`src/rtl/core_drv_pkg.sv`:
```
package core_drv_pkg;
  localparam int unsigned XCOL_W   = 3;
  localparam int unsigned XHALF_W  = 3;
  localparam int unsigned YCOL_W   = 3;
  localparam int unsigned YGRP_W   = 3;
  localparam int unsigned MODC_W   = 3;
  localparam int unsigned MOD_NUM  = 5;

  localparam int unsigned XCOL_N   = 1 << XCOL_W;
  localparam int unsigned XHALF_N  = 1 << XHALF_W;
  localparam int unsigned XGRP_N   = 2 * XHALF_N;
  localparam int unsigned YCOL_N   = 1 << YCOL_W;
  localparam int unsigned YGRP_N   = 1 << YGRP_W;

  localparam int unsigned XCOL_LSB  = 0;
  localparam int unsigned XHALF_LSB = XCOL_LSB + XCOL_W;
  localparam int unsigned XSIDE_BIT = XHALF_LSB + XHALF_W;
  localparam int unsigned YCOL_LSB  = XSIDE_BIT + 1;
  localparam int unsigned YGRP_LSB  = YCOL_LSB + YCOL_W;
  localparam int unsigned MODC_LSB  = YGRP_LSB + YGRP_W;
  localparam int unsigned ADDR_W    = MODC_LSB + MODC_W;
endpackage

```
`src/rtl/core_onehot_dec.sv`:
```
module core_onehot_dec #(
  parameter int unsigned IW = 3,
  parameter int unsigned OW = 1 << IW
) (
  input  logic          en,
  input  logic [IW-1:0] idx,
  output logic [OW-1:0] sel
);
  for (genvar i = 0; i < OW; i++) begin : g_line
    assign sel[i] = en && (idx == IW'(i));
  end
endmodule

```
`src/rtl/core_x_drive.sv`:
```
module core_x_drive
  import core_drv_pkg::*;
(
  input  logic               rd,
  input  logic               wr,
  input  logic [XCOL_W-1:0]  col_idx,
  input  logic [XHALF_W-1:0] grp_idx,
  input  logic               side,
  output logic [XCOL_N-1:0]  rcol,
  output logic [XCOL_N-1:0]  wcol,
  output logic [XGRP_N-1:0]  grp,
  output logic               conflict
);
  logic rd_en;
  logic wr_en;
  logic [1:0] dir_en;
  logic [1:0][1:0][XHALF_N-1:0] part;

  always_comb begin
    conflict = rd && wr;
    rd_en    = rd && !wr;
    wr_en    = wr && !rd;
    dir_en   = {wr_en, rd_en};
  end

  core_onehot_dec #(.IW(XCOL_W)) u_rcol (.en(rd_en), .idx(col_idx), .sel(rcol));
  core_onehot_dec #(.IW(XCOL_W)) u_wcol (.en(wr_en), .idx(col_idx), .sel(wcol));

  for (genvar d = 0; d < 2; d++) begin : g_dir
    for (genvar h = 0; h < 2; h++) begin : g_half
      core_onehot_dec #(.IW(XHALF_W)) u_half (
        .en  (dir_en[d] && (side == 1'(h))),
        .idx (grp_idx),
        .sel (part[d][h])
      );
    end
  end

  for (genvar h = 0; h < 2; h++) begin : g_merge
    assign grp[h*XHALF_N +: XHALF_N] = part[0][h] | part[1][h];
  end
endmodule

```
`src/rtl/core_y_window.sv`:
```
module core_y_window
  import core_drv_pkg::*;
(
  input  logic              clk,
  input  logic              rst_n,
  input  logic              pre_rd,
  input  logic              rd,
  input  logic [YCOL_W-1:0] col_idx,
  input  logic [YGRP_W-1:0] grp_idx,
  output logic              win,
  output logic [YCOL_N-1:0] col,
  output logic [YGRP_N-1:0] grp
);
  logic rd_q;
  logic win_q;
  logic win_d;
  logic rd_fall;

  always_comb begin
    rd_fall = rd_q && !rd;
    win_d   = win_q;
    if (pre_rd) begin
      win_d = 1'b1;
    end else if (rd_fall) begin
      win_d = 1'b0;
    end
  end

  always_ff @(posedge clk or negedge rst_n) begin
    if (!rst_n) begin
      rd_q  <= 1'b0;
      win_q <= 1'b0;
    end else begin
      rd_q  <= rd;
      win_q <= win_d;
    end
  end

  assign win = win_q;

  core_onehot_dec #(.IW(YCOL_W)) u_ycol (.en(win_q), .idx(col_idx), .sel(col));
  core_onehot_dec #(.IW(YGRP_W)) u_ygrp (.en(win_q), .idx(grp_idx), .sel(grp));
endmodule

```
`src/rtl/core_mod_latch.sv`:
```
module core_mod_latch
  import core_drv_pkg::*;
(
  input  logic              clk,
  input  logic              rst_n,
  input  logic              vld,
  input  logic [MODC_W-1:0] code_in,
  output logic [MOD_NUM-1:0] sel,
  output logic              oor
);
  logic              vld_q;
  logic              load;
  logic [MODC_W-1:0] code_q;
  logic [MODC_W-1:0] code_d;

  always_comb begin
    load   = vld && !vld_q;
    code_d = load ? code_in : code_q;
  end

  always_ff @(posedge clk or negedge rst_n) begin
    if (!rst_n) begin
      vld_q  <= 1'b0;
      code_q <= '0;
    end else begin
      vld_q  <= vld;
      code_q <= code_d;
    end
  end

  assign oor = (code_q >= MODC_W'(MOD_NUM));

  core_onehot_dec #(.IW(MODC_W), .OW(MOD_NUM)) u_mdec (
    .en  (1'b1),
    .idx (code_q),
    .sel (sel)
  );
endmodule

```
`src/rtl/core_addr_drive.sv`:
```
module core_addr_drive
  import core_drv_pkg::*;
(
  input  logic               clk,
  input  logic               rst_n,
  input  logic [ADDR_W-1:0]  addr,
  input  logic               adr_vld,
  input  logic               pre_rd,
  input  logic               rd,
  input  logic               wr,
  output logic [XCOL_N-1:0]  x_rcol,
  output logic [XCOL_N-1:0]  x_wcol,
  output logic [XGRP_N-1:0]  x_grp,
  output logic [YCOL_N-1:0]  y_col,
  output logic [YGRP_N-1:0]  y_grp,
  output logic               rd_win,
  output logic               rw_conflict,
  output logic [MOD_NUM-1:0] mod_sel,
  output logic               mod_oor
);
  logic rst_s1;
  logic rst_n_s;

  always_ff @(posedge clk or negedge rst_n) begin
    if (!rst_n) begin
      rst_s1  <= 1'b0;
      rst_n_s <= 1'b0;
    end else begin
      rst_s1  <= 1'b1;
      rst_n_s <= rst_s1;
    end
  end

  core_x_drive u_x (
    .rd       (rd),
    .wr       (wr),
    .col_idx  (addr[XCOL_LSB +: XCOL_W]),
    .grp_idx  (addr[XHALF_LSB +: XHALF_W]),
    .side     (addr[XSIDE_BIT]),
    .rcol     (x_rcol),
    .wcol     (x_wcol),
    .grp      (x_grp),
    .conflict (rw_conflict)
  );

  core_y_window u_y (
    .clk     (clk),
    .rst_n   (rst_n_s),
    .pre_rd  (pre_rd),
    .rd      (rd),
    .col_idx (addr[YCOL_LSB +: YCOL_W]),
    .grp_idx (addr[YGRP_LSB +: YGRP_W]),
    .win     (rd_win),
    .col     (y_col),
    .grp     (y_grp)
  );

  core_mod_latch u_mod (
    .clk     (clk),
    .rst_n   (rst_n_s),
    .vld     (adr_vld),
    .code_in (addr[MODC_LSB +: MODC_W]),
    .sel     (mod_sel),
    .oor     (mod_oor)
  );
endmodule

```
`config.mk`:
```
export PLATFORM = sky130hd
export DESIGN_NAME = core_addr_drive
export DESIGN_NICKNAME = d
export VERILOG_FILES = /design/src/rtl/core_drv_pkg.sv /design/src/rtl/core_onehot_dec.sv /design/src/rtl/core_x_drive.sv /design/src/rtl/core_y_window.sv /design/src/rtl/core_mod_latch.sv /design/src/rtl/core_addr_drive.sv
export SDC_FILE = /design/constraint.sdc
export NUM_CORES = 1
export LEC_CHECK = 0
export BUFFER_PORTS_ARGS = -buffer_cell sky130_fd_sc_hd__buf_2
export CAP_MARGIN = 40
export CORE_ASPECT_RATIO = 1.25
export CORE_UTILIZATION = 36
export CTS_CLUSTER_DIAMETER = 40
export DETAILED_ROUTE_END_ITERATION = 12
export PLACE_DENSITY = 0.91
export RECOVER_POWER = 25
export SKIP_LAST_GASP = 1
export SLEW_MARGIN = 40
export SYNTH_ARGS = -nofsm -noshare
export SYNTH_HDL_FRONTEND = slang
export SYNTH_SLANG_ARGS = --single-unit
```
`constraint.sdc`:
```
create_clock -name clk -period 1.25 [get_ports clk]
set_input_delay 0.0625 -clock clk [delete_from_list [all_inputs] [get_ports clk]]
set_output_delay 0.0625 -clock clk [all_outputs]
set_load 0.01 [all_outputs]
```
==> reports/metrics.cfg <==
[status]
status = finished clean

[grt]
antenna_found_initial = 0
grt_start_max_net_pins = 17
grt_usage_pct = 20.0
grt_first_pass_wirelength_um = 3280
grt_overflow_total = 0
first_global_vias = 779

[die]
die_w_um = 41.4
initial_core_util_pct = 39.1
core_mm2 = 0.00179
io_pins = 78
num_rows = 17
die_area_mm2 = 0.00212
die_h_um = 51.3

[synthesis]
syn-num-nets = 118
postSynthRegisterBits = 8
synth_top_area_share_pct = 28.6
synth_cells = 96
yosysUniqueCellTypes = 20
synth_warnings = 0
synth_top_cell_by_area = dfrtp_1
synthTopCellsByArea = dfrtp_1, nor2_1, nor3_1, nand2b_1, mux2_2
synth_area_um2 = 699
synth.avg_cell_area_um2 = 7.29
yosysSeqAreaShare_pct = 28.6

[power]
fin_total_pwr_w = 0.000814
powerDensity_mw_per_mm2 = 701
leakagePower_nw = 0.638
ir_drop_uv = 598

[placed_design]
dp_hpwl_um = 1710
dp_worst_setup_slack_ns = 0.123
routabilityCongestion = 0.736
portBuffers = 77

[timing]
setup_ws_ns = 0.0723
setup_tns_ns = 0
fin_crit_ns = 1.18
grt_setup_unrepaired = false
fin_crit_sh_pct = 94.2
fmax_mhz = 849
hold_violations = 0
report.final.slew_viol_count = 0
clock_skew_ns = 0.00578
setup_viol = 0

[worst_setup_path]
cpPeakStageDelay_ns = 0.55
worstPathMaxFanout = 3
end_kind = register
startpoint_type = input pin
cp_data_arrival_time_ns = 1.31
cp_top_family = buffers and inverters
cp_slowest_cell = dlygate4sd3_1
critPathKind = input pin to register
worstPathCellList = dlygate4sd3_1 > clkbuf_1 > nor2b_2 > mux2_2
worst-path-buf-inv = 2
required_ns = 1.38

[final_layout]
final_layout_size_suffix_gt1_share_pct = 44.4
nFillCells = 171
nets = 204
syn_to_final_growth_pct = 66.0
num_antenna_cells = 0

[cts]
clkTransAtPathRegs_ns = 0.05
clock_path_buffers = 2
htree_levels = 1
clock-sinks = 8
cts_inserted_buffers = 3
cts-root-buf = clkbuf_4
cts_tree = done
cts_setup_buffers = 0
clk-insertion-delay-late_ns = 0.25

[detailed_routing]
route.detailed.drc = 0
drt_first_iter_violations = 14
via_per_inst = 5.04
vias = 1002
drt_wl_total_um = 2100
wire_per_inst_um = 10.5
postRouteAntennaNets = 0
firstDrtPassIters = 4

[run]
max_cap_violations = 0

[hold_path]
hold_path.class = input pin to register

[path summary, 6_finish.rpt]
kind | startpoint | endpoint | slack, ns | cells past startpoint
setup / recovery | adr_vld | u_mod.code_q[2]$_DFFE_PN0P_ | 0.07 | 4
hold / removal | addr[14] | u_mod.code_q[1]$_DFFE_PN0P_ | 0.04 | 2
setup reg to reg | u_mod.vld_q$_DFF_PN0_ | u_mod.code_q[2]$_DFFE_PN0P_ | 0.21 | 2
hold reg to reg | rst_n_s$_DFF_PN0_ | u_mod.code_q[1]$_DFFE_PN0P_ | 0.09 | 0
max in group asynchronous | rst_n_s$_DFF_PN0_ | u_y.win$_DFFE_PN0P_ | 0.95 | 0
min in group asynchronous | rst_n_s$_DFF_PN0_ | u_mod.code_q[1]$_DFFE_PN0P_ | 0.09 | 0
[power by group]
| part | internal (W) | switching [W] | leakage, nW | total, W |
|---|---|---|---|---|
| clock network | 0.000110 | 0.0000850 | 0.0138 | 0.000195 |
| logic | 0.000140 | 0.000166 | 0.533 | 0.000305 |
| registers | 0.000283 | 0.0000315 | 0.0912 | 0.000314 |
| total | 0.000532 | 0.000282 | 0.638 | 0.000814 |
[sequential cells by signal, summed over array words and instances (netlist names)]
name / count
rst_s1: 1
u_mod.code_q: 3
u_y.rd_q: 1
u_y.win: 1
rst_n_s: 1
u_mod.vld_q: 1
[layout make-up]
| type | count | area (um^2) | share of cell area, % |
|---|---|---|---|
| well taps | 19 | 23.8 | 2.05 |
| multi-input cells | 87 | 490 | 42.2 |
| repair buffers | 82 | 423 | 36.4 |
| flip-flops and latches | 8 | 201 | 17.3 |
| clock buffers | 3 | 22.5 | 1.94 |
[worst reg2reg max path, stage by stage (launching register included)]
cell and delay, ns:
dfrtp_1 0.38, nor2b_2 0.19, mux2_2 0.35
[synth_stat cells]
master    count
or3b_1        2
or4_1         1
nor2_1       25
conb_1        1
xnor2_2       1
nand3b_1      2
nand2b_1     13
nor2b_1       1
nor3_1       18
dfrtp_1       8
and3b_1       1
nand2_1       7
nor4_1        5
nor4_2        1
and2_1        1
mux2_2        3
buf_6         1
a21o_1        1
nor3b_1       3
o21a_1        1
[through the flow]
step                      utilization (%)  cell area (um^2)  instances  hold WS [ns]
final                                65.0              1160        199        0.0390
after global routing                 65.0              1160        199        0.0391
after CTS                            64.8              1160        198       0.00113
after detailed placement             61.8              1100        192        -0.149
after global placement               61.8              1100        192        -0.152
after floorplan                         -               699         96        -0.233
[cells by family after synthesis]
kind of cell	count (synthesis)	share of synthesized area, %
compound gates	2	2.15
mux	3	4.83
simple gates	80	59.9
xor+xnor	1	2.33
other cells	1	0.536
flops	8	28.6
buf+inv	1	1.61
[metal layers]
layer	GRT usage, %	wire length [um]
met1	20.7	737
met5	0	0
met4	8.06	8
met2	37.8	1190
met3	5.30	161
[timing repair]
item | CTS | global route
hold endpoints to repair | 4 | 1
hold buffers | 3 | 1
resized for setup | 0 | 2
setup endpoints to repair | 0 | 10
[placed cells by master (no fill, tap or decap), drive strengths merged, types with 2 or more instances in the layout]
master / count
buf: 70
nor2: 25
nor3: 18
nand2b: 13
clkbuf: 11
dfrtp: 8
nand2: 7
nor4: 6
dlygate4sd3: 4
nor3b: 3
mux2: 3
or3b: 2
nand3b: 2
Note: power is estimated with default switching activity, not from simulation.
